$ cat src/rtl/rdiv_pkg.sv
package rdiv_pkg;
  typedef enum logic {
    ST_IDLE = 1'b0,
    ST_RUN  = 1'b1
  } rdiv_state_e;
endpackage

$ cat src/rtl/rdiv_sign_prep.sv
// Turns operands into magnitudes and records which results need negating.
module rdiv_sign_prep #(
  parameter int WIDTH = 8
) (
  input  logic             signed_mode,
  input  logic [WIDTH-1:0] num,
  input  logic [WIDTH-1:0] den,
  output logic [WIDTH-1:0] num_mag,
  output logic [WIDTH-1:0] den_mag,
  output logic             flip_quo,
  output logic             flip_rem
);
  logic num_neg, den_neg;

  always_comb begin
    num_neg  = signed_mode & num[WIDTH-1];
    den_neg  = signed_mode & den[WIDTH-1];
    num_mag  = num_neg ? (~num + 1'b1) : num;
    den_mag  = den_neg ? (~den + 1'b1) : den;
    flip_quo = num_neg ^ den_neg;
    flip_rem = num_neg;
  end
endmodule

$ cat src/rtl/rdiv_step.sv
// One shift / trial-subtract / restore step on the shared register.
module rdiv_step #(
  parameter int WIDTH = 8
) (
  input  logic [2*WIDTH-1:0] acc,
  input  logic [WIDTH-1:0]   dvs,
  output logic [2*WIDTH-1:0] acc_nxt
);
  // upper half after the shift needs WIDTH+1 bits; one more bit holds the borrow
  logic [WIDTH+1:0] trial;

  always_comb begin
    trial = {1'b0, acc[2*WIDTH-1:WIDTH-1]} - {2'b00, dvs};
    if (trial[WIDTH+1]) begin
      acc_nxt = {acc[2*WIDTH-2:0], 1'b0};
    end else begin
      acc_nxt = {trial[WIDTH-1:0], acc[WIDTH-2:0], 1'b1};
    end
  end
endmodule

$ cat src/rtl/rdiv_sign_fix.sv
// Applies the recorded signs to the magnitude results.
module rdiv_sign_fix #(
  parameter int WIDTH = 8
) (
  input  logic [WIDTH-1:0] quo_mag,
  input  logic [WIDTH-1:0] rem_mag,
  input  logic             flip_quo,
  input  logic             flip_rem,
  output logic [WIDTH-1:0] quo,
  output logic [WIDTH-1:0] rem
);
  always_comb begin
    quo = flip_quo ? (~quo_mag + 1'b1) : quo_mag;
    rem = flip_rem ? (~rem_mag + 1'b1) : rem_mag;
  end
endmodule

$ cat src/rtl/seq_restoring_div.sv
module seq_restoring_div #(
  parameter int WIDTH = 8
) (
  input  logic             clk,
  input  logic             rst_n,
  input  logic             start,
  input  logic             signed_mode,
  input  logic [WIDTH-1:0] dividend,
  input  logic [WIDTH-1:0] divisor,
  output logic             busy,
  output logic             done,
  output logic [WIDTH-1:0] quotient,
  output logic [WIDTH-1:0] remainder,
  output logic             div_by_zero
);
  import rdiv_pkg::*;

  localparam int CW   = (WIDTH > 2) ? $clog2(WIDTH) : 1;
  localparam int ACCW = 2 * WIDTH;
  localparam logic [CW-1:0] LAST = CW'(WIDTH - 1);

  rdiv_state_e      state;
  logic [CW-1:0]    step_cnt;
  logic [ACCW-1:0]  acc, acc_nxt;
  logic [WIDTH-1:0] dvs_r;
  logic             flip_quo_r, flip_rem_r;

  logic [WIDTH-1:0] num_mag, den_mag;
  logic             flip_quo_in, flip_rem_in;
  logic [WIDTH-1:0] quo_fixed, rem_fixed;
  logic             accept;

  rdiv_sign_prep #(.WIDTH(WIDTH)) u_prep (
    .signed_mode (signed_mode),
    .num         (dividend),
    .den         (divisor),
    .num_mag     (num_mag),
    .den_mag     (den_mag),
    .flip_quo    (flip_quo_in),
    .flip_rem    (flip_rem_in)
  );

  rdiv_step #(.WIDTH(WIDTH)) u_step (
    .acc     (acc),
    .dvs     (dvs_r),
    .acc_nxt (acc_nxt)
  );

  rdiv_sign_fix #(.WIDTH(WIDTH)) u_fix (
    .quo_mag  (acc_nxt[WIDTH-1:0]),
    .rem_mag  (acc_nxt[ACCW-1:WIDTH]),
    .flip_quo (flip_quo_r),
    .flip_rem (flip_rem_r),
    .quo      (quo_fixed),
    .rem      (rem_fixed)
  );

  assign busy   = (state == ST_RUN);
  assign accept = start && !busy;

  always_ff @(posedge clk or negedge rst_n) begin
    if (!rst_n) begin
      state       <= ST_IDLE;
      step_cnt    <= '0;
      acc         <= '0;
      dvs_r       <= '0;
      flip_quo_r  <= 1'b0;
      flip_rem_r  <= 1'b0;
      done        <= 1'b0;
      quotient    <= '0;
      remainder   <= '0;
      div_by_zero <= 1'b0;
    end else begin
      done <= 1'b0;
      unique case (state)
        ST_IDLE: begin
          if (accept) begin
            if (divisor == '0) begin
              done        <= 1'b1;
              div_by_zero <= 1'b1;
              quotient    <= '1;
              remainder   <= dividend;
            end else begin
              state      <= ST_RUN;
              step_cnt   <= '0;
              acc        <= {{WIDTH{1'b0}}, num_mag};
              dvs_r      <= den_mag;
              flip_quo_r <= flip_quo_in;
              flip_rem_r <= flip_rem_in;
            end
          end
        end
        ST_RUN: begin
          acc      <= acc_nxt;
          step_cnt <= step_cnt + 1'b1;
          if (step_cnt == LAST) begin
            state       <= ST_IDLE;
            done        <= 1'b1;
            div_by_zero <= 1'b0;
            quotient    <= quo_fixed;
            remainder   <= rem_fixed;
          end
        end
        default: state <= ST_IDLE;
      endcase
    end
  end
endmodule

$ cat config.mk
export PLATFORM = sky130hd
export DESIGN_NAME = seq_restoring_div
export DESIGN_NICKNAME = d
export VERILOG_FILES = /design/src/rtl/rdiv_pkg.sv /design/src/rtl/rdiv_sign_prep.sv /design/src/rtl/rdiv_step.sv /design/src/rtl/rdiv_sign_fix.sv /design/src/rtl/seq_restoring_div.sv
export SDC_FILE = /design/constraint.sdc
export NUM_CORES = 1
export LEC_CHECK = 0
export ABC_AREA = 1
export BUFFER_PORTS_ARGS = -buffer_cell sky130_fd_sc_hd__buf_2
export CAP_MARGIN = 20
export CORE_ASPECT_RATIO = 1.2
export CORE_MARGIN = 2
export CORE_UTILIZATION = 54
export DETAILED_ROUTE_END_ITERATION = 12
export GPL_TIMING_DRIVEN = 0
export PLACE_DENSITY = 0.77
export REMOVE_ABC_BUFFERS = 1
export SYNTH_ARGS = -nofsm -noshare
export SYNTH_HDL_FRONTEND = slang
export SYNTH_HIERARCHICAL = 1
export SYNTH_SLANG_ARGS = --single-unit
$ cat constraint.sdc
create_clock -name clk -period 2.5 [get_ports clk]
set_clock_uncertainty 0.2 [all_clocks]
set_input_delay 0.625 -clock clk [delete_from_list [all_inputs] [get_ports clk]]
set_output_delay 0.625 -clock clk [all_outputs]
set_load 0.05 [all_outputs]
**Yosys cells after proc, flatten, opt, wreduce, memory -nomap -nowiden**

Cells that the tools add are included.

- Input bits: 20
- Bits in registers: 48

- Bitwise gates (word level): 9
- $add $sub $neg: 6
- Multiplexer cells: 31
- Reductions and logical operators: 6
- Equality and inequality tests: 5

Operator list:

| operator | number |
|---|---|
| 2-to-1 mux 8 bit | 10 |
| 2-to-1 mux 16 bit | 3 |
| adder 8 x 1 -> 8 bit (second input constant) | 4 |
| inverter 8 bit | 4 |
| one-hot mux 16 bit (2 select lines) | 1 |
| one-hot mux 8 bit (2 select lines) | 2 |
| subtractor 9 x 8 -> 10 bit | 1 |
| 2-to-1 mux 1 bit | 9 |
| logical NOT 8 bit | 1 |
| 2-to-1 mux 3 bit | 2 |
| != test 2 bit (second input constant) | 3 |
| one-hot mux 1 bit (2 select lines) | 3 |
| one-hot mux 3 bit (2 select lines) | 1 |
| AND reduction 3 bit | 2 |
| adder 3 x 1 -> 3 bit (second input constant) | 1 |
| == test 3 bit (second input constant) | 1 |
| bitwise AND 1 bit | 2 |
| != test 2 x 1 -> 1 bit (second input constant) | 1 |
| inverter 1 bit | 2 |
| AND reduction 2 bit | 1 |
| logical AND 1 bit | 1 |
| logical NOT 1 bit | 1 |
| XOR 1 bit | 1 |

**Longest topological paths before layout**

Gate-level depths: netlist of the first run.

- Depth in word-level cells: 7
- Depth in mapped cells: 21
- Depth with buffers taken out: 21

**Hierarchy**

The synthesis of the first run kept the hierarchy.

Modules (own cells, without submodules):

| module | cells each | sequential area each (um^2) | times used | area each (um^2) |
|---|---|---|---|---|
| seq_restoring_div | 275 | 1201.2 | 1 | 2275.9 |
| rdiv_step | 112 | 0.0 | 1 | 715.7 |
| rdiv_sign_prep | 76 | 0.0 | 1 | 382.9 |
| rdiv_sign_fix | 78 | 0.0 | 1 | 362.8 |

**Worst setup path before layout of the first run**

Ideal clock, no wire load.

- Path kind: register -> register
- Start: register acc[10]
- End: register quotient[6]
- Clock period less this slack: 2.541 ns
- Buffers on the path: 1
- Setup slack: -0.041 ns
- Arrival: 2.223 ns
- Stages on the path, launching flop included: 19
- Path through: dfrtp_1 > ha_1 > nand2_2 > inv_2 > nand2_1 > nand2_1 > nand2_2 > nand3_4 > buf_12 > inv_1 > ha_1 > nand2_1 > nand2_1 > nand2_1 > nand2_1 > nand2_1 > or2_2 > nand2_1 > nand2_1

- Longest elaborated chain between the ends: 7

Ends and longest elaborated chain:

| what | line | source |
|---|---|---|
| from (decl) | seq_restoring_div.sv:24 | `logic [ACCW-1:0] acc, acc_nxt;` |
| from (signal assigned) | seq_restoring_div.sv:86 | `acc <= {{WIDTH{1'b0}}, num_mag};` |
| from (signal assigned) | seq_restoring_div.sv:94 | `acc <= acc_nxt;` |
| subtractor 9 x 8 -> 10 bit | rdiv_step.sv:13 | `trial = {1'b0, acc[2*WIDTH-1:WIDTH-1]} - {2'b00, dvs};` |
| 2-to-1 mux 16 bit | rdiv_step.sv:14 | `if (trial[WIDTH+1]) begin` |
| via acc_nxt[0] | seq_restoring_div.sv:24 |  |
| inverter 8 bit | rdiv_sign_fix.sv:13 | `quo = flip_quo ? (~quo_mag + 1'b1) : quo_mag;` |
| adder 8 x 1 -> 8 bit | rdiv_sign_fix.sv:13 |  |
| 2-to-1 mux 8 bit | rdiv_sign_fix.sv:13 |  |
| via quo_fixed[6] | seq_restoring_div.sv:30 | `logic [WIDTH-1:0] quo_fixed, rem_fixed;` |
| 2-to-1 mux 8 bit | seq_restoring_div.sv:96 | `if (step_cnt == LAST) begin` |
| one-hot mux 8 bit (2 select lines) | seq_restoring_div.sv:75 | `unique case (state)` |
| to (signal assigned) | seq_restoring_div.sv:100 | `quotient <= quo_fixed;` |
| to (decl) | seq_restoring_div.sv:12 | `output logic [WIDTH-1:0] quotient,` |

The timed path passes the listed nets, and every way through them passes these cells. The select of a mux whose other input is x is not followed.
A chain may end at the register's enable or synchronous reset.

**Worst setup path after layout of the first run**

- Start: register dvs_r[4]
- End: register remainder[2]

- Longest elaborated chain between the ends: 7

Ends and longest elaborated chain:

| what | line | source |
|---|---|---|
| from (decl) | seq_restoring_div.sv:25 | `logic [WIDTH-1:0] dvs_r;` |
| from (signal assigned) | seq_restoring_div.sv:87 | `dvs_r <= den_mag;` |
| subtractor 9 x 8 -> 10 bit | rdiv_step.sv:13 |  |
| 2-to-1 mux 16 bit | rdiv_step.sv:14 |  |
| via acc_nxt[9] | seq_restoring_div.sv:24 |  |
| inverter 8 bit | rdiv_sign_fix.sv:14 | `rem = flip_rem ? (~rem_mag + 1'b1) : rem_mag;` |
| adder 8 x 1 -> 8 bit | rdiv_sign_fix.sv:14 |  |
| 2-to-1 mux 8 bit | rdiv_sign_fix.sv:14 |  |
| via rem_fixed[2] | seq_restoring_div.sv:30 |  |
| 2-to-1 mux 8 bit | seq_restoring_div.sv:96 |  |
| one-hot mux 8 bit (2 select lines) | seq_restoring_div.sv:75 |  |
| to (signal assigned) | seq_restoring_div.sv:82 | `remainder <= dividend;` |
| to (signal assigned) | seq_restoring_div.sv:101 | `remainder <= rem_fixed;` |
| to (decl) | seq_restoring_div.sv:13 | `output logic [WIDTH-1:0] remainder,` |

The timed path passes the listed nets, and every way through them passes these cells. The select of a mux whose other input is x is not followed.

==> results of run 1 <==
cell usage in the layout, fill, tap and decap left out, drive strengths merged:
master / n
inv: 61
o21ai: 15
dlygate4sd3: 1
fa: 1
ha: 15
bufinv: 2
dfrtp: 48
xnor2: 9
nand4: 7
nand3: 59
buf: 68
xor2: 6
clkbuf: 5
nand2: 249
or2: 11
nor2: 30
nand3b: 2
a21oi: 6
cell type report:
cell class | instances | area share [%]
sequential | 48 | 26.7
clock inverter | 3 | 1.53
tap | 87 | 2.41
clock buffer | 5 | 1.53
multi-input combinational | 410 | 53.0
inverter | 60 | 5.10
timing repair buffer | 69 | 9.79
critical path, stage by stage, from the launching register on:
cell and delay [ns]:
dfrtp_1 0.41, inv_2 0.09, ha_4 0.23, nand2_2 0.08, nand2_4 0.06, inv_2 0.05, nand2_2 0.06, nand2_4 0.11
nand3_4 0.19, o21ai_4 0.22, inv_2 0.08, ha_4 0.16, inv_2 0.05, nand2_2 0.06, xor2_1 0.19, inv_1 0.06
nand2_1 0.07, nand2_1 0.06, nand2_1 0.06, nand2_1 0.05
sequential cells by signal (all words and copies together) (netlist names), 3 cells and up:
| register | count |
|---|---|
| acc | 16 |
| dvs_r | 8 |
| quotient | 8 |
| remainder | 8 |
| step_cnt | 3 |
worst max path at each step:
stage	depth (start not counted)	to	slack (ns)	start
6_report	19	remainder[2]	-0.15	dvs_r[4]
4_1_cts	19	remainder[7]	-0.04	dvs_r[6]
5_1_grt	19	remainder[2]	-0.29	dvs_r[4]
3_5_place_dp	19	remainder[6]	-0.35	acc[11]
3_3_place_gp	19	remainder[6]	-0.30	acc[11]
2_1_floorplan	17	remainder[4]	-0.03	acc[10]
kinds of logic after synthesis:
logic type	share of synthesized area (%)
flops	32.1
simple gates	44.1
xor+xnor	3.52
buf+inv	11.1
fa+ha+maj	5.56
compound gates	3.62
metal layers:
metal	vias to the layer above	track usage, %	part of all wire [%]
met4	0	8.19	2.7
li1	1780	-	-
met1	1663	30.9	42
met5	-	0	0
met3	31	3.22	5.4
met2	141	41.7	50
through the flow:
stage,cell area (sq um),setup TNS [ns],util (%),hold WS [ns],setup WS (ns)
2_1_floorplan,3550,-0.124,-,0.129,-0.0325
3_3_place_gp,3850,-2.77,56.9,0.257,-0.298
3_5_place_dp,3850,-3.37,56.9,0.263,-0.354
4_1_cts,4300,-0.134,63.5,0.293,-0.0354
5_1_grt,4510,-2.14,66.6,0.315,-0.294
6_report,4510,-0.689,66.6,0.290,-0.147
repair_timing:
action | 4_1_cts | 5_1_grt
gates cloned | 1 | 0
gates resized for setup | 39 | 25
hold buffers | 0 | 1
setup buffers | 17 | 12
hold endpoints to repair | 0 | 7
setup endpoints to repair | 15 | 14
pin swaps | 13 | 27
==> flow_summary.yaml, run 1 <==
layout:
  multi_input_area_sq_um: 2390
  diodes: 0
  area_delta_synth_final_pct: 20.7
  nets: 630
  layout-drive-gt1-share_pct: 29.9
  finalNonFillerCells: 682
  regArea_sq_um: 1200
  fillers: 558
min_path:
  hold_start: "div_by_zero"
  hold_path_depth: 2
  hold_end: "div_by_zero"
  hold_class: "reg2reg"
logic_synthesis:
  ys_seq_area_share_pct: 32.1
  synth_area_leader_cell: "dfrtp_1"
  synthCells: 541
  ys_warn_count: 6
  syn_area_per_cell_sq_um: 6.91
  synth.most_common_cell: "nand2_1"
  yosysUniqueCellTypes: 32
  synth-main-ff-cell: "dfrtp_1"
  synth_area_sq_um: 3740
  synth_seq_cells: 48
  synth.top_cell.area_share_pct: 32.1
  yosys-top-cells-area: "dfrtp_1, nand2_1, nand3_1"
  synth_common_cells: "nand2_1, inv_1, nand3_1"
  synth_edf_count: 0
  ys_async_sr_fraction_pct: 100
detailed_routing:
  via_count: 3615
  avgRoutedWirePerCell_um: 13.7
  viasPerCell: 5.30
  first_pass_iters: 5
  route.detailed.drc: 0
  final_antenna_net_count: 0
  totalWireLength_um: 9330
  drtIter0Drc: 276
die:
  die_h_um: 95.1
  top_level_ports: 39
  rows: 33
  start_util_pct: 55.2
  fp.dieW_um: 79.9
  core_sq_um: 6770
  die_area_sq_um: 7610
placed_design:
  gp_congestion: 0.879
  hpwlAfterDp_um: 5800
  io_buffers: 38
  place_inst: 642
timing:
  final.min_clock_period_ns: 2.65
  finalCritPeriodShare_pct: 106
  drv_slew: 0
  worst_pin_slew_ns: 0.566
  rsz0062_at_grt: "true"
  finalHoldViolations: 0
  setup_ws_ns: -0.147
  relSlewSlack_pct: 62.2
  max_freq_ghz: 0.378
  setup_violations: 8
setup_path:
  required_ns: 2.51
  worstSetupStartpointType: "flip-flop"
  end_kind: "flip-flop"
  reg2reg_depth: 19
  r2r_end: "remainder[2]"
  r2r_slack_ns: -0.15
  cp_max_fo: 6
  arrival_ns: 2.66
  rr_startpoint: "dvs_r[4]"
  critical_path_class: "reg2reg"
run_status:
  status: "complete, but fails checks"
  violations: "setup timing"
clock_network:
  clkSinkCount: 48
  cts_tree: "done"
  numCtsBuffers: 5
  htreeDepth: 2
  path_clk_slew_ns: 0.10
  cts_root_buf: "clkbuf_8"
  cts_buffer_depth: 2
  clock_latency_ns: 0.31
global_routing:
  grt_pass1_wl_um: 14500
  grt-ovfl-total: 0
  antenna_found_initial: 0
  grt_pass1_vias: 3260
  grt_use_total_pct: 24.1
  grt_start_max_net_pins: 49
job:
  cap_viol_max_count: 0
Power of run 1 is left out: the tool's default activity adds up to more than one toggle a clock period on the data nets, which glitch-free logic cannot reach.
==> run 2, diff against run 1 <==
CORE_UTILIZATION = 55   (was 54)
CTS_BUF_LIST = sky130_fd_sc_hd__clkbuf_8   (was not set)
PLACE_DENSITY = 0.78   (was 0.77)
==> run 2 against run 1 <==
The run still ends with setup timing left. Worst hold slack lost 0.23 ns. Routed wire length grew 1.2%. Via count fell by 0.75%. First-iteration DRC count increased by 5.8%. Non-clock buffer count decreased by 2. Die area decreased by 1.7%. Sequential share of layout area down 0.14 points.
==> flow_summary.yaml, run 2 (same netlist as run 1, synthesis figures left out) <==
global_routing:
  grt_pass1_wl_um: 15100
  grt_pass1_vias: 3317
  grt_start_max_net_pins: 49
  grt_use_total_pct: 25.2
  grt-ovfl-total: 0
  antenna_found_initial: 0
detailed_routing:
  viasPerCell: 5.29
  via_count: 3588
  avgRoutedWirePerCell_um: 13.9
  totalWireLength_um: 9440
  drtIter0Drc: 292
  first_pass_iters: 5
  route.detailed.drc: 0
  final_antenna_net_count: 0
setup_path:
  end_kind: "flip-flop"
  worstSetupStartpointType: "flip-flop"
  required_ns: 2.56
  critical_path_class: "reg2reg"
  reg2reg_depth: 15
  arrival_ns: 2.68
  cp_max_fo: 6
timing:
  rsz0062_at_grt: "true"
  drv_slew: 0
  finalHoldViolations: 0
  max_freq_ghz: 0.381
  setup_violations: 8
  relSlewSlack_pct: 59.6
  final.min_clock_period_ns: 2.63
  whs_ns: 0.0616
  setup_ws_ns: -0.128
  finalCritPeriodShare_pct: 105
  worst_pin_slew_ns: 0.606
clock_network:
  cts_buffer_depth: 2
  path_clk_slew_ns: 0.10
  cts_tree: "done"
  cts_hold_buf: 0
  clkSinkCount: 48
  cts_root_buf: "clkbuf_8"
  htreeDepth: 2
  numCtsBuffers: 5
  clock_latency_ns: 0.31
die:
  fp.dieW_um: 79.3
  start_util_pct: 57.6
  top_level_ports: 39
  die_area_sq_um: 7470
  core_sq_um: 6490
  die_h_um: 94.3
  rows: 32
placed_design:
  hpwlAfterDp_um: 5860
  io_buffers: 38
  gp_congestion: 0.910
job:
  cap_viol_max_count: 0
layout:
  regMostFlops: "acc"
  area_delta_synth_final_pct: 21.8
  layout-drive-gt1-share_pct: 31.5
  final_cell_mix: "nand2_1, nand3_1, inv_1"
  layout_commonest_cell: "nand2_1"
  nets: 628
  diodes: 0
  largest_register_ffs: 16
run_status:
  status: "complete, but fails checks"
  violations: "setup timing"
min_path:
  hold_class: "in2async"
[run 2: changes by cell type in the layout (fill, tap and decap cells not counted), moves of 3 or more]
cell     change
o21ai_1      +3
or2_2        -3
nand2_4      +5
or2_4        +3
dfrtp_1      -4
nand2_1      -3
dfrtp_2      +4
[run 2: repair_timing]
action,4_1_cts,5_1_grt
endpoints found under the setup margin,15,14
setup buffers,13,15
gates cloned,1,0
gates resized for setup,38,48
pin swaps,7,31
[run 2: stage by stage]
| step | util [%] | std cells | setup TNS, ns | instance area (sq um) | setup WS, ns |
|---|---|---|---|---|---|
| floorplan | - | 517 | -0.124 | 3550 | -0.0325 |
| global placement | 59.3 | 640 | -2.67 | 3850 | -0.297 |
| detailed placement | 59.3 | 640 | -3.31 | 3850 | -0.344 |
| CTS | 65.7 | 662 | -0.178 | 4260 | -0.0544 |
| global route | 70.2 | 678 | -2.21 | 4550 | -0.317 |
| finish | 70.2 | 678 | -0.704 | 4550 | -0.128 |
[run 2: path summary, 6_finish.rpt]
path,slack [ns],startpoint,to
max in group asynchronous,1.51,rst_n,acc[13]
hold reg to reg,0.29,div_by_zero,div_by_zero
hold / removal,0.06,rst_n,dvs_r[5]
min in group clk,0.29,div_by_zero,div_by_zero
setup / recovery,-0.13,acc[13],remainder[4]
setup reg to reg,-0.13,acc[13],remainder[4]
[run 2: per-layer routing]
| metal | global-route usage (%) | vias up | share of wire (%) |
|---|---|---|---|
| met5 | 0 | - | 0 |
| met4 | 7.04 | 0 | 1.8 |
| met1 | 32.7 | 1666 | 42 |
| met2 | 44.0 | 134 | 51 |
| met3 | 3.46 | 20 | 5.2 |
| li1 | - | 1768 | - |
[run 2: area by class of cell]
class                      count  area, sq um
multi-input combinational    410         2440
fill                         529         1930
sequential                    48         1210
timing repair buffer          67          428
inverter                      60          230
tap                           85          106
clock buffer                   5         68.8
clock inverter                 3         68.8
[run 2: worst max-delay path: stages (launching register included)]
cell	delay (ns)
dfrtp_2	0.46
ha_4	0.27
nand2_2	0.06
nand2_2	0.07
a21oi_4	0.19
buf_4	0.17
nand3_4	0.14
o21ai_2	0.35
nor2_1	0.10
nand2_2	0.07
nand2_2	0.06
xnor2_1	0.17
nand2_1	0.07
nand2_1	0.09
nand2_1	0.05
nand2_1	0.06
Power of run 2 is left out for the same reason.
==> run 3, diff against run 2 <==
PLACE_DENSITY = 0.79   (was 0.78)
SYNTH_HIERARCHICAL = not set   (was 1)
==> run 3 against run 2 <==
The run still ends with setup timing left. Core utilization up 2.0 points. Global-route usage rose by 2.0 points. Die area shrank 14%.
==> flow_summary.yaml, run 3 <==
timing:
  drv_slew: 0
  rsz0062_at_grt: "true"
  max_freq_ghz: 0.387
  finalHoldViolations: 0
  setup_violations: 3
  final.min_clock_period_ns: 2.59
  whs_ns: 0.281
  worst_pin_slew_ns: 0.434
  finalCritPeriodShare_pct: 103
  relSlewSlack_pct: 71.1
  setup_ws_ns: -0.0856
logic_synthesis:
  synth.top_cell.area_share_pct: 37.5
  ys_seq_area_share_pct: 37.5
  yosys-top-cells-area: "dfrtp_1, nand2_1, inv_1"
  synth_common_cells: "nand2_1, inv_1, dfrtp_1"
  ys_warn_count: 0
  syn_area_per_cell_sq_um: 7.69
  synth_area_leader_cell: "dfrtp_1"
  ys_async_sr_fraction_pct: 100
  synth_seq_cells: 48
  synth.most_common_cell: "nand2_1"
  synth_edf_count: 0
  synthCells: 416
  synth_area_sq_um: 3200
  synth-main-ff-cell: "dfrtp_1"
  yosysUniqueCellTypes: 40
placed_design:
  place_inst: 508
  hpwlAfterDp_um: 5370
  io_buffers: 38
  gp_congestion: 0.858
detailed_routing:
  totalWireLength_um: 9150
  via_count: 3276
  viasPerCell: 5.97
  avgRoutedWirePerCell_um: 16.7
  route.detailed.drc: 0
  final_antenna_net_count: 0
  drtIter0Drc: 356
  first_pass_iters: 5
setup_path:
  timing.critical_path.mode_cell: "nand2_2"
  slowest_delay_ns: 0.43
  reg2reg_depth: 15
  cp_max_fo: 6
  required_ns: 2.50
  end_kind: "flip-flop"
  arrival_ns: 2.59
  critical_path_class: "reg2reg"
  rr_startpoint: "acc[13]"
  r2r_end: "remainder[4]"
  path_cells: "ha_4, nand2_4, nor2_4, nand3_4, nand3_4, nand2_1, nand2_4, ha_4, inv_4, nor2_4, nand2_2, nand2_2, nand2_2, o211ai_1, nand2_1"
  worstSetupStartpointType: "flip-flop"
  r2r_slack_ns: -0.09
  slowest_stage: "dfrtp_1"
clock_network:
  cts_buffer_depth: 2
  cts_root_buf: "clkbuf_8"
  clock_latency_ns: 0.31
  path_clk_slew_ns: 0.10
  clkSinkCount: 48
  cts_tree: "done"
  numCtsBuffers: 5
  htreeDepth: 2
min_path:
  hold_start: "remainder[4]"
  hold_class: "reg2reg"
  hold_end: "remainder[4]"
  hold_path_depth: 2
run_status:
  status: "complete, but fails checks"
  violations: "setup timing"
layout:
  area_delta_synth_final_pct: 27.0
  diodes: 0
  final_cell_mix: "nand2_1, dfrtp_1, inv_1"
  fillers: 398
  finalNonFillerCells: 549
  layout-drive-gt1-share_pct: 31.1
  nets: 519
  layout_commonest_cell: "nand2_1"
  regMostFlops: "acc"
  largest_register_ffs: 16
global_routing:
  grt_pass1_vias: 2901
  grt_start_max_net_pins: 49
  grt-ovfl-total: 0
  grt_pass1_wl_um: 13500
  antenna_found_initial: 0
  grt_use_total_pct: 27.3
job:
  cap_viol_max_count: 0
die:
  fp.dieW_um: 73.6
  rows: 30
  top_level_ports: 39
  core_sq_um: 5630
  die_h_um: 87.6
  die_area_sq_um: 6450
  start_util_pct: 56.8
run 3: cell types whose count changed in the layout (fill, tap and decap cells not counted), sizes merged, moves of 6 or more:
cell and change:
o21ai +20, xnor2 -8, xor2 +6, nand3 -34, nand2 -141, a21oi +7
or2 -8, nor2 +13, o22ai +6
run 3: worst max-delay path by stage:
stage                     startpoint            to  slack, ns  cells after the start
after floorplan              acc[12]  remainder[6]      -0.06                     15
after global placement          busy  remainder[7]      -0.44                      8
after detailed placement     acc[11]  remainder[4]      -0.43                     14
after CTS                    acc[14]  remainder[4]     -0.004                     16
after global routing        dvs_r[6]  remainder[6]      -0.19                     16
final                        acc[13]  remainder[4]      -0.09                     15
run 3: cell families after synthesis:
kind of cell / count (synthesis) / synth area share (%)
simple gates: 196 / 29.6
compound gates: 74 / 14.3
flops: 48 / 37.5
buf+inv: 70 / 8.96
fa+ha+maj: 15 / 6.10
xor+xnor: 13 / 3.56
run 3: per-layer routing:
layer,global-route usage [%],vias up,wire length [um]
met3,5.06,36,575
met5,0,-,0
met4,11.4,0,295
li1,-,1512,-
met1,36.3,1542,3770
met2,43.6,186,4500
run 3: cell type report:
class                   instances  area (sq um)  area share [%]
clock buffers                   5          68.8            1.69
clock inverters                 3          68.8            1.69
inverters                      60           240            5.91
multi-input cells             298          1940            47.7
flip-flops and latches         48          1200            29.6
well taps                      64          80.1            1.97
repair buffers                 71           464            11.4
run 3: stage by stage:
step	instance area, sq um	worst slack, ns	util, %	setup TNS (ns)
floorplan	3140	-0.0626	-	-0.180
global placement	3410	-0.438	60.5	-9.15
detailed placement	3410	-0.434	60.5	-9.17
CTS	3810	-0.00352	67.7	-0.00352
global route	4060	-0.189	72.2	-0.921
finish	4060	-0.0856	72.2	-0.139
run 3: critical path, delay by kind of cell, from the launching register on:
family	cells	cell delay, ns
fa+ha+maj	2	0.49
simple gates	11	1.19
flops	1	0.43
compound gates	1	0.11
buf+inv	1	0.04
run 3: repair_timing:
action                                 in CTS  in global routing
buffers inserted                           19                 12
hold buffers                                0                  1
setup endpoints to repair                  30                 29
resized for setup                          28                 31
pin swaps                                  16                 14
endpoints found under the hold margin       0                  7
Power of run 3 is left out for the same reason.
